**config.mk**
```make
export PLATFORM = sky130hd
export DESIGN_NAME = cop_flag_reg
export DESIGN_NICKNAME = d
export VERILOG_FILES = /design/src/rtl/cop_flag_pkg.sv /design/src/rtl/cop_cond_flags.sv /design/src/rtl/cop_run_ctl.sv /design/src/rtl/cop_prefix_flags.sv /design/src/rtl/cop_irq_flag.sv /design/src/rtl/cop_flag_reg.sv
export SDC_FILE = /design/constraint.sdc
export NUM_CORES = 1
export LEC_CHECK = 0
export BUFFER_PORTS_ARGS = -buffer_cell sky130_fd_sc_hd__buf_4
export CORE_UTILIZATION = 33
export DETAILED_ROUTE_END_ITERATION = 16
export GPL_TIMING_DRIVEN = 0
export PLACE_DENSITY = 0.85
export SETUP_SLACK_MARGIN = 0.5
export SYNTH_ARGS = -nofsm -noshare
export SYNTH_HDL_FRONTEND = slang
export SYNTH_SLANG_ARGS = --single-unit
```
**constraint.sdc**
```tcl
create_clock -name clk -period 0.8 [get_ports clk]
set_input_delay 0.04 -clock clk [delete_from_list [all_inputs] [get_ports clk]]
set_output_delay 0.04 -clock clk [all_outputs]
set_load 0.02 [all_outputs]
```
**src/rtl/cop_flag_pkg.sv**
```systemverilog
package cop_flag_pkg;
   localparam int STAT_W  = 16;
   localparam int ZCHK_W  = 16;
   localparam int MODE_W  = 5;

   localparam int B_ZERO  = 1;
   localparam int B_CARRY = 2;
   localparam int B_SIGN  = 3;
   localparam int B_OVF   = 4;
   localparam int B_RUN   = 5;
   localparam int B_ROMP  = 6;
   localparam int B_ALT1  = 8;
   localparam int B_ALT2  = 9;
   localparam int B_IMML  = 10;
   localparam int B_IMMH  = 11;
   localparam int B_RPFX  = 12;
   localparam int B_IRQ   = 15;

   typedef struct packed {
      logic rpfx;
      logic immh;
      logic imml;
      logic alt2;
      logic alt1;
   } mode_t;
endpackage

```
**src/rtl/cop_cond_flags.sv**
```systemverilog
module cop_cond_flags
   import cop_flag_pkg::*;
#(
   parameter int RES_W = 16
) (
   input  logic             clk,
   input  logic             rst_n,
   input  logic [RES_W-1:0] alu_res,
   input  logic             zs_we,
   input  logic             cy_we,
   input  logic             cy_in,
   input  logic             ov_we,
   input  logic             ov_in,
   output logic             zero_q,
   output logic             carry_q,
   output logic             sign_q,
   output logic             ovf_q
);
   localparam int SIGN_POS = ZCHK_W - 1;

   logic res_is_zero;
   assign res_is_zero = (alu_res[ZCHK_W-1:0] == '0);

   always_ff @(posedge clk) begin
      if (!rst_n) begin
         zero_q  <= 1'b0;
         sign_q  <= 1'b0;
         carry_q <= 1'b0;
         ovf_q   <= 1'b0;
      end else begin
         if (zs_we) begin
            zero_q <= res_is_zero;
            sign_q <= alu_res[SIGN_POS];
         end
         if (cy_we) carry_q <= cy_in;
         if (ov_we) ovf_q   <= ov_in;
      end
   end
endmodule

```
**src/rtl/cop_run_ctl.sv**
```systemverilog
module cop_run_ctl (
   input  logic clk,
   input  logic rst_n,
   input  logic go_set,
   input  logic stop,
   input  logic rom_set,
   input  logic rom_clr,
   output logic run_q,
   output logic romp_q
);
   always_ff @(posedge clk) begin
      if (!rst_n) begin
         run_q  <= 1'b0;
         romp_q <= 1'b0;
      end else begin
         if (stop)        run_q <= 1'b0;
         else if (go_set) run_q <= 1'b1;
         if (rom_set)      romp_q <= 1'b1;
         else if (rom_clr) romp_q <= 1'b0;
      end
   end
endmodule

```
**src/rtl/cop_prefix_flags.sv**
```systemverilog
module cop_prefix_flags
   import cop_flag_pkg::*;
(
   input  logic              clk,
   input  logic              rst_n,
   input  logic              mode_we,
   input  logic [MODE_W-1:0] mode_in,
   input  logic              stop,
   output mode_t             mode_q
);
   mode_t load_v, nxt;

   assign load_v = mode_t'(mode_in);

   always_comb begin
      nxt = mode_q;
      if (mode_we) nxt = load_v;
      if (stop) begin
         nxt.alt1 = 1'b0;
         nxt.alt2 = 1'b0;
         nxt.rpfx = 1'b0;
      end
   end

   always_ff @(posedge clk) begin
      if (!rst_n) mode_q <= '0;
      else        mode_q <= nxt;
   end
endmodule

```
**src/rtl/cop_irq_flag.sv**
```systemverilog
module cop_irq_flag #(
   parameter bit SET_WINS = 1'b1
) (
   input  logic clk,
   input  logic rst_n,
   input  logic stop,
   input  logic irq_mask,
   input  logic host_rd,
   output logic irq_q
);
   logic raise, nxt;

   assign raise = stop & ~irq_mask;

   generate
      if (SET_WINS) begin : g_set_wins
         assign nxt = raise ? 1'b1 : (host_rd ? 1'b0 : irq_q);
      end else begin : g_clr_wins
         assign nxt = host_rd ? 1'b0 : (raise ? 1'b1 : irq_q);
      end
   endgenerate

   always_ff @(posedge clk) begin
      if (!rst_n) irq_q <= 1'b0;
      else        irq_q <= nxt;
   end
endmodule

```
**src/rtl/cop_flag_reg.sv**
```systemverilog
module cop_flag_reg
   import cop_flag_pkg::*;
#(
   parameter int RES_W        = 16,
   parameter bit IRQ_SET_WINS = 1'b1
) (
   input  logic              clk,
   input  logic              rst_n,
   input  logic [RES_W-1:0]  alu_res,
   input  logic              zs_we,
   input  logic              cy_we,
   input  logic              cy_in,
   input  logic              ov_we,
   input  logic              ov_in,
   input  logic              go_set,
   input  logic              stop,
   input  logic              rom_set,
   input  logic              rom_clr,
   input  logic              mode_we,
   input  logic [MODE_W-1:0] mode_in,
   input  logic              host_rd,
   input  logic              irq_mask,
   output logic [STAT_W-1:0] status,
   output logic              irq
);
   generate
      if (RES_W < ZCHK_W) begin : g_bad_res_w
         $error("cop_flag_reg: RES_W must be at least 16");
      end
   endgenerate

   logic  zero_q, carry_q, sign_q, ovf_q;
   logic  run_q, romp_q, irq_q;
   mode_t mode_q;

   cop_cond_flags #(.RES_W(RES_W)) u_cond (
      .clk(clk), .rst_n(rst_n), .alu_res(alu_res),
      .zs_we(zs_we), .cy_we(cy_we), .cy_in(cy_in),
      .ov_we(ov_we), .ov_in(ov_in),
      .zero_q(zero_q), .carry_q(carry_q), .sign_q(sign_q), .ovf_q(ovf_q)
   );

   cop_run_ctl u_run (
      .clk(clk), .rst_n(rst_n), .go_set(go_set), .stop(stop),
      .rom_set(rom_set), .rom_clr(rom_clr),
      .run_q(run_q), .romp_q(romp_q)
   );

   cop_prefix_flags u_pfx (
      .clk(clk), .rst_n(rst_n), .mode_we(mode_we), .mode_in(mode_in),
      .stop(stop), .mode_q(mode_q)
   );

   cop_irq_flag #(.SET_WINS(IRQ_SET_WINS)) u_irq (
      .clk(clk), .rst_n(rst_n), .stop(stop), .irq_mask(irq_mask),
      .host_rd(host_rd), .irq_q(irq_q)
   );

   always_comb begin
      status          = '0;
      status[B_ZERO]  = zero_q;
      status[B_CARRY] = carry_q;
      status[B_SIGN]  = sign_q;
      status[B_OVF]   = ovf_q;
      status[B_RUN]   = run_q;
      status[B_ROMP]  = romp_q;
      status[B_ALT1]  = mode_q.alt1;
      status[B_ALT2]  = mode_q.alt2;
      status[B_IMML]  = mode_q.imml;
      status[B_IMMH]  = mode_q.immh;
      status[B_RPFX]  = mode_q.rpfx;
      status[B_IRQ]   = irq_q;
   end

   assign irq = irq_q;
endmodule

```
==> metrics.txt, run 1 <==
Final Hold Fails 2; Clk pin slew, worst setup/hold paths 0.07 ns; CP endpoint kind output pin; Port Buffer Count 45; Hold Crit Start rom_set; largest family of logic cells by synthesized area simple AND/OR/NAND/NOR gates; Reg2Reg Setup Slack -0.05 ns; Synth area leaders dfxtp_1 40%, buf_4 14%, mux2i_1 13%, nor2b_1 6.3%, nor4_2 4.2%; drt drc 0; 1st-iter DRT viols 2; pwr/cell area between 1000 and 1500 nW/µm²; Final WS setup -0.0790 ns; worst hold slack -0.0216 ns; flops & latches, synth 12; initial antenna violation count 0; Synth top area share 40.0%; part of the power in registers 44.5%; largest net degree at the start of global routing 11; Fmax around 1100 MHz; critical path required time 0.76 ns; fin crit period around 0.88 ns; status finished with violations; Hold Path End u_run.romp_q; Nets 149; maximum buffer depth of the clock tree 2; Sw Share 25.4%; final antenna diode count 0; drt wl/cell 10.6 µm; Ports 52; Startpoint Class flip-flop; drt via density about 4.2; R2R cell count 4; MaxCap Viol Count 0; Reg-to-Reg End u_irq.irq_q; total power approximately 0.0014 W; xor and xnor area share after synthesis 0%; most frequent CP cell buf_6; syn avg cell area 10.2 µm²; GRT overflow 0; CP max FO 3; period utilization 110%; Mapped Cells 59; Die X-Extent around 45 µm; CP peak stage delay between 0.3 and 0.4 ns; slowest stage cell, crit path dfxtp_4; crit path DAT 0.84 ns; Syn-to-layout area delta 91.9%; violated checks hold timing, setup timing; antenna viol nets, final 0; most frequent cells in the layout 38 x buf_4, 21 x buf_6, 8 x mux2i_1; P_leak 0.553 nW; sequential element share of the synthesized area 40.0%; worst path cell trace buf_6 > buf_6; dpl ws 0.0354 ns; Hold WC Path Type in2reg; Placer Congestion 0.681; core area 1710 µm²; mapped cell area 601 µm²; Setup-failing EPs final 9; most common cell after layout, fill and taps aside buf_4; Max rail drop VDD 0.620 mV; Tot GR Track Use 16.2%; vias 580; Yosys warnings 0; Clock Tree Root clkbuf_4; Comb pwr share 28.9%; area fraction in compound gates after synthesis under 10%; DIE AREA 1990 µm²; TritonCTS Buffers 3; Reg-to-Reg Start u_irq.irq_q; share of cells above drive strength 1 75.2%; Finished Core Util about two thirds; post-synthesis mux area share between 10% and 20%; CTS tree built; initial core utilization a little over a third; global-route wire length before repair approximately 2300 µm; area leader, netlist dfxtp_1; Sink Count 12; Total Wirelength 1460 µm; RSZ-0062 raised after global routing true; vias in the first global route 595; Sw Pwr 0.000365 W; worst skew pair latency 0.26 ns; Yosys cell types 19; internal power component 0.00107 W; 1st-pass router iterations 2; Pins Over Slew Limit 0; Clock Power Share 26.6%; WHS Path Cells 2; H-tree depth 1; Synth Area in Adders 0%; FP Rows 15; final clock skew 0 ns; Post-Synth Simple-Gate Area 24.6%; critical path class reg2out; chip height 44.7 µm
==> power by group through the flow <==
stage	sequential (W)	clock, W	combinational (W)
floorplan	0.000664	0	0.000167
global placement	0.000647	0	0.000370
CTS	0.000638	0.000398	0.000411
global route	0.000642	0.000427	0.000444
finish	0.000638	0.000382	0.000415
detailed placement	0.000650	0	0.000378
==> worst max path at each step <==
stage	from	slack, ns	depth (start not counted)	end
2_1_floorplan	u_irq.irq_q	0.08	3	u_irq.irq_q
3_3_place_gp	alu_res[3]	0.08	4	u_cond.zero_q
3_5_place_dp	alu_res[3]	0.04	4	u_cond.zero_q
6_report	u_irq.irq_q	-0.08	2	status[15]
5_1_grt	u_irq.irq_q	-0.11	2	status[15]
4_1_cts	u_irq.irq_q	-0.09	2	status[15]
==> routing by layer <==
metal	up-vias	share of wire [%]	track usage [%]	wire (µm)
li1	292	-	-	-
met1	250	32	14.6	466
met2	36	58	31.5	851
met3	2	8.7	3.67	127
met4	0	1.2	10.9	17
met5	-	0	0	0
==> what timing repair did <==
action / 4_1_cts / 5_1_grt
setup endpoints to repair: 25 / 25
endpoints found under the hold margin: 2 / 2
gates resized for setup: 14 / 2
pin swaps: 1 / 1
buffers inserted: 2 / 0
==> cells in the mapped netlist (all sizes together) <==
master / count
buf: 13
dfxtp: 12
mux2i: 8
nor2b: 6
nor2: 5
nor4: 3
inv: 2
nand3b: 2
and2: 1
conb: 1
nand2: 1
nand3: 1
nor4b: 1
o21a: 1
o21ai: 1
o22ai: 1
==> logic make-up after synthesis <==
kind of cell / Yosys count
compound gates: 3
buf+inv: 15
flops: 12
mux: 8
other cells: 1
simple gates: 20
==> final cells by class <==
class	instances	area [µm²]
fillers	133	556
well taps	25	31.3
repair buffers	47	402
inverters	2	7.51
plain buffers	13	125
multi-input cells	35	290
clock buffers	4	26.3
flip-flops and latches	12	270
==> registers in the layout (all words and copies together), names as in the netlist <==
name / count
u_cond.zero_q: 1
u_run.run_q: 1
u_run.romp_q: 1
u_irq.irq_q: 1
u_cond.carry_q: 1
u_pfx.mode_q: 5
u_cond.sign_q: 1
u_cond.ovf_q: 1
==> worst max-delay path: cells and delay by family, from the launching register on <==
family                 cells  cell delay (ns)
buffers and inverters      2             0.23
DFF                        1             0.35
==> per-stage QoR <==
step | TNS, ns | hold WS [ns] | cell area [µm²] | instances
2_1_floorplan | 0 | 0.161 | 681 | 62
4_1_cts | -0.503 | -0.0252 | 1140 | 138
5_1_grt | -0.727 | -0.0155 | 1150 | 138
3_5_place_dp | 0 | 0.253 | 1050 | 132
6_report | -0.451 | -0.0216 | 1150 | 138
3_3_place_gp | 0 | 0.251 | 1050 | 132
Note: power is estimated with default switching activity, not from simulation.
==> inputs of run 2 (changes only) <==
--- a/config.mk
+++ b/config.mk
@@ -6,11 +6,10 @@
 export NUM_CORES = 1
 export LEC_CHECK = 0
 export BUFFER_PORTS_ARGS = -buffer_cell sky130_fd_sc_hd__buf_4
-export CORE_UTILIZATION = 33
+export CORE_UTILIZATION = 36
 export DETAILED_ROUTE_END_ITERATION = 16
 export GPL_TIMING_DRIVEN = 0
-export PLACE_DENSITY = 0.85
-export SETUP_SLACK_MARGIN = 0.5
+export PLACE_DENSITY = 0.88
 export SYNTH_ARGS = -nofsm -noshare
 export SYNTH_HDL_FRONTEND = slang
 export SYNTH_SLANG_ARGS = --single-unit
==> constraint.sdc (replaced) <==
create_clock -name clk -period 0.85 [get_ports clk]
set_input_delay 0.0425 -clock clk [delete_from_list [all_inputs] [get_ports clk]]
set_output_delay 0.0425 -clock clk [all_outputs]
set_load 0.02 [all_outputs]
==> run 2 against run 1 <==
  * The flow finishes with violations (hold timing)
  * Count of clock-buffer cells in the layout stayed put
  * Flip-flop and latch count is the same
  * Sequential share of layout area up 1.5 points
  * Wire length is 11% lower
  * Worst hold slack improved by 0.020 ns
  * Global-route usage down 0.79 points
==> metrics.txt, run 2 (synthesis gave the netlist of run 1 again) <==
worst hold slack -0.00126 ns (+0.0203 ns); Clk pin slew, worst setup/hold paths 0.07 ns (about the same); Clock Tree Root clkbuf_4; WP buf/inv 1 (-1); core area 1520 µm² (-11%); critical path required time 0.81 ns (+0.05 ns); Startpoint Class flip-flop; CP max FO 3 (unchanged); vias in the first global route 520 (-13%); Setup-failing EPs final 0 (-9); CP endpoint kind output pin; Placer Congestion 0.663 (-2.6%); pwr/cell area 1380 nW/µm² (+11%); P_leak 0.497 nW (-10%); worst path cell trace buf_4; share of cells above drive strength 1 64.8% (-10 points); GRT overflow 0 (unchanged); drt wl/cell 10.7 µm (+1.3%); Finished Core Util 65.5% (-2.0 points); Placed Area 970 µm² (-7.6%); RSZ-0062 raised after global routing false; initial antenna violation count 0 (unchanged); FILL cells 146 (+9.8%); Pins Over Slew Limit 0 (unchanged); Syn-to-layout area delta 66.3%; largest net degree at the start of global routing 11 (unchanged); Port Buffer Count 45 (unchanged); vias 541 (-6.7%); Total Wirelength 1300 µm (-11%); final antenna diode count 0 (unchanged); TritonCTS Buffers 3 (unchanged); CP peak stage delay 0.35 ns (about the same); antenna viol nets, final 0 (unchanged); 1st-pass router iterations 1 (-1); WHS Path Cells 3 (+1); Final WS setup 0.0569 ns (+0.136 ns); critical path depth in cells 1 (-1); most frequent cells in the layout 42 x buf_4, 8 x buf_6, 8 x mux2i_1, 7 x dfxtp_2, 6 x nor2b_1; drt via density 4.47 (+6.4%); Ports 52 (unchanged); Final Hold Fails 1 (-1); initial core utilization 39.4% (+4.2 points); global-route wire length before repair 2080 µm (-7.7%); Fmax roughly 1300 MHz; worst skew pair latency 0.26 ns (about the same); FP Rows 14 (-1); 1st-iter DRT viols 0 (-2); period utilization 93.3%; R2R cell count 3 (-1); DIE AREA 1840 µm² (-8.0%); violated checks hold timing; CP top delay family flip-flops; slowest stage cell, crit path dfxtp_2; maximum buffer depth of the clock tree 2 (unchanged); dpl ws 0.111 ns (+0.0754 ns); most flop-heavy register u_pfx.mode_q; most common cell after layout, fill and taps aside buf_4; chip height 42.8 µm (-4.1%); Tot GR Track Use 15.5% (-0.79 points); Sink Count 12 (unchanged); final clock skew 0 ns (unchanged); status finished with violations; finished layout cell area 998 µm² (-13%); max reg flops 5 (unchanged); Die X-Extent 42.8 µm (-4.1%); Reg2Reg Setup Slack 0.11 ns (+0.16 ns); CTS tree built; critical path class reg2out; Max rail drop VDD 0.815 mV (+31%); setup TNS 0 ns (+0.451 ns); drt drc 0 (unchanged); fin crit period about 0.8 ns; crit path DAT 0.75 ns (-0.09 ns); MaxCap Viol Count 0 (unchanged); Hold WC Path Type in2reg; Nets 141 (-5.4%); H-tree depth 1 (unchanged)
-- run 2: changes by cell type in the layout (fill, tap and decap cells not counted), sizes merged --
cell,before,now
dlygate4sd3,0,1
buf,60,51
-- run 2: report_power, final --
group	internal (W)	total, W	switching, W
Clock	0.000260	0.000439	0.000179
Combinational	0.000199	0.000327	0.000128
Sequential	0.000592	0.000609	0.0000169
-- run 2: per-stage QoR --
step	total power, W	std cells
global placement	0.000944	123
global route	0.00145	121
CTS	0.00139	121
finish	0.00137	121
floorplan	0.000774	62
detailed placement	0.000954	123
-- run 2: cell type report --
cell class / instances / area [µm²] / share of cell area [%]
Sequential cell: 12 / 249 / 24.9
Inverter: 2 / 7.51 / 0.752
Tap cell: 16 / 20.0 / 2.01
Clock buffer: 4 / 36.3 / 3.63
Multi-Input combinational cell: 35 / 265 / 26.6
Buffer: 6 / 46.3 / 4.64
Timing Repair Buffer: 46 / 374 / 37.5
-- run 2: per-layer routing --
layer | up-vias | global-route usage, % | part of all wire [%]
li1 | 273 | - | -
met1 | 231 | 14.6 | 34
met2 | 35 | 30.6 | 54
met3 | 2 | 2.98 | 10
met4 | 0 | 7.50 | 1.5
met5 | - | 0 | 0
-- run 2: tightest hold or removal path, stage by stage --
cell and delay (ns):
buf_4 0.07, nor2_1 0.03, nor2_1 0.08
-- run 2: path summary, 6_finish.rpt --
kind,start,to
max,u_irq.irq_q,irq
min,go_set,u_run.run_q
max reg2reg,u_irq.irq_q,u_irq.irq_q
min reg2reg,u_pfx.mode_q[0],u_pfx.mode_q[0]
-- run 2: repair_timing --
item / CTS / global route
setup buffers: 0 / 0
resized for setup: 14 / 0
hold buffers: 1 / 0
endpoints found under the setup margin: 7 / 0
endpoints found under the hold margin: 1 / 0
==> inputs of run 3 (changes only) <==
--- a/config.mk
+++ b/config.mk
@@ -10,6 +10,8 @@
 export DETAILED_ROUTE_END_ITERATION = 16
 export GPL_TIMING_DRIVEN = 0
 export PLACE_DENSITY = 0.88
+export RECOVER_POWER = 25
 export SYNTH_ARGS = -nofsm -noshare
 export SYNTH_HDL_FRONTEND = slang
+export SYNTH_HIERARCHICAL = 1
 export SYNTH_SLANG_ARGS = --single-unit
==> run 3 against run 2 <==
  * The run now ends clean
  * Wire length shrank 7.2%
  * Non-clock buffer count is 4 higher
  * Utilization is 2.0 points higher
  * Critical path type is now reg2reg
  * Largest cell class unchanged
  * Highest routed layer unchanged
==> metrics.txt, run 3 <==
status finished clean; 1st-pass router iterations 2 (+1); crit path DAT 0.97 ns (+0.22 ns); maximum buffer depth of the clock tree 2 (unchanged); ys flop type dfxtp_1; sequential element share of the synthesized area 40.6% (+0.59 points); critical path required time 1.01 ns (+0.20 ns); FP Rows 14 (unchanged); H-tree depth 1 (unchanged); RSZ-0062 raised after global routing false; max reg flops 5 (unchanged); Clk pin slew, worst setup/hold paths 0.07 ns (about the same); CP top delay family flip-flops; global-route wire length before repair 1860 µm (-11%); drt via density 4.57 (+2.3%); P_leak 0.501 nW (+0.76%); Port Buffer Count 46 (+2.2%); Synth area leaders dfxtp_1 41%, buf_4 14%, mux2i_1 14%, nor2b_1 5.3%, nand2b_1 3.2%; period utilization 95.4% (+2.1 points); drt wl/cell 9.71 µm (-9.5%); antenna viol nets, final 0 (unchanged); area of the multi-input gates 269 µm² (+1.4%); internal power component 0.00106 W (+1.1%); dpl hpwl 1030 µm; CP max FO 2 (-1); setup TNS 0 ns (unchanged); Tot GR Track Use 14.2% (-1.3 points); met3 wire len 131 µm (-0.76%); Yosys cell types 19 (unchanged); share of synthesized registers carrying an async set or reset 0% (unchanged); Met1 Wirelength 433 µm (-2.3%); Clock Tree Root clkbuf_4; Fmax 1230 MHz (-2.2%); Nets 144 (+2.1%); Placer Congestion 0.689 (+3.8%); most common cell after layout, fill and taps aside buf_4; Critical Path End u_run/romp_q; core area 1520 µm² (unchanged); most frequent cell after synthesis dfxtp_1; met2 WL 625 µm (-11%); Clock Power Share 31.5% (-0.4 points); Syn-to-layout area delta 73.8%; WP buf/inv 1 (unchanged); Sw Pwr 0.000320 W (-1.3%); Final Hold Fails 0 (-1); mapped cell area 592 µm² (-1.5%); Hold WC Path Type in2reg; TritonCTS Buffers 3 (unchanged); R2R cell count 3 (unchanged); initial core utilization 38.8% (-0.57 points); Total Wirelength 1200 µm (-7.2%); Reg2Reg Setup Slack 0.04 ns (-0.07 ns); GRT overflow 0 (unchanged); Startpoint Class flip-flop; WHS Path Cells 3 (unchanged); area leader, netlist dfxtp_1; DIE AREA 1810 µm² (-1.4%); critical path class reg2reg; largest net degree at the start of global routing 12 (+1); drt drc 0 (unchanged); pwr/cell area 1340 nW/µm² (-2.4%); FILL cells 128 (-12%); final clock skew 0 ns (unchanged); Max rail drop VDD 0.784 mV (-3.7%); Finished Core Util 67.5% (+2.0 points); Sink Count 12 (unchanged); flops & latches, synth 12 (unchanged); Sequential Area 246 µm² (-1.0%); Final WS setup 0.0388 ns (-0.0181 ns); CP peak stage delay 0.33 ns (-0.02 ns); Mapped Cells 57 (-3.4%); critical path depth in cells 3 (+2); Yosys warnings 6 (+6); Comb pwr share 24.6% (+0.8 points); Ports 52 (unchanged); number of flops mapped to enable cells by yosys 0 (unchanged); dpl ws 0.123 ns (+0.0123 ns); final antenna diode count 0 (unchanged); Synth top cells by count 12 x dfxtp_1, 11 x buf_4, 8 x mux2i_1; syn avg cell area 10.4 µm² (+2.0%); Die X-Extent 42.5 µm (-0.70%); critical path launch point u_run/romp_q; CP endpoint kind flip-flop; MaxCap Viol Count 0 (unchanged); Synth top area share 40.6% (+0.59 points); 1st-iter DRT viols 2 (+2); slowest stage cell, crit path dfxtp_2; highest routed layer met4; most frequent cells in the layout 43 x buf_4, 8 x buf_6, 8 x mux2i_1, 7 x dfxtp_1; most flop-heavy register u_pfx/mode_q; Setup-failing EPs final 0 (unchanged); Sw Share 23.1% (-0.44 points); Reg-to-Reg End u_run/romp_q; share of cells above drive strength 1 60.2% (-4.6 points); initial antenna violation count 0 (unchanged); worst path cell trace buf_4 > nor2b_4 > o21a_1; chip height 42.5 µm (-0.70%); part of the power in registers 43.9% (-0.4 points); vias 567 (+4.8%); fin crit period 0.811 ns (+0.0181 ns); worst skew pair latency 0.26 ns (about the same); CTS tree built; vias in the first global route 503 (-3.3%); Reg-to-Reg Start u_run/romp_q; Pins Over Slew Limit 0 (unchanged)
[run 3: kinds of logic (layout without fill, tap and decap cells)]
logic type | after synthesis | in the layout | synth area share [%]
other | 1 | 4 | 0.634
flip-flops | 12 | 12 | 40.6
AND/OR/NAND/NOR | 21 | 21 | 24.1
AO/OA/AOI/OAI | 3 | 3 | 5.29
multiplexers | 8 | 8 | 13.5
buffers and inverters | 12 | 60 | 15.9
[run 3: power by group through the flow]
stage | Clock [W] | Combinational, W | Sequential [W]
detailed placement | 0 | 0.000336 | 0.000615
CTS | 0.000454 | 0.000340 | 0.000608
global placement | 0 | 0.000330 | 0.000614
finish | 0.000436 | 0.000339 | 0.000607
floorplan | 0 | 0.000140 | 0.000629
global route | 0.000495 | 0.000363 | 0.000610
[run 3: metal layers]
metal  GRT usage, %  vias up
li1               -      283
met1           14.7      250
met2           24.0       32
met3           4.74        2
met4           9.38        0
met5              0        -
[run 3: worst reg2reg max path, cell delays in order (launching register included)]
cell     delay [ns]
dfxtp_2        0.33
buf_4          0.12
nor2b_4        0.11
o21a_1         0.15
[run 3: cell type report]
| cell class | count | share of cell area, % |
|---|---|---|
| plain buffers | 5 | 4.01 |
| clock buffers | 4 | 3.53 |
| multi-input cells | 36 | 26.2 |
| flip-flops and latches | 12 | 24.0 |
| well taps | 16 | 1.95 |
| repair buffers | 51 | 40.4 |
[run 3: worst min path at each step]
stage               startpoint              end
finish              mode_in[4]  u_pfx/mode_q[4]
detailed placement        stop      u_run/run_q
global route           host_rd      u_irq/irq_q
CTS                 mode_in[0]  u_pfx/mode_q[0]
floorplan                 stop      u_run/run_q
global placement          stop      u_run/run_q
[run 3: through the flow]
step	hold WS [ns]	total power [W]	area, µm²	std cells
floorplan	0.119	0.000769	603	60
global placement	0.226	0.000944	968	122
detailed placement	0.231	0.000951	968	122
CTS	0.0114	0.00140	1020	123
global route	0.0239	0.00147	1030	124
finish	0.0163	0.00138	1030	124
[run 3: timing repair]
item	CTS	global route
setup endpoints to repair	7	0
hold buffers	3	1
resized for setup	14	0
hold endpoints to repair	3	1
setup buffers	1	0
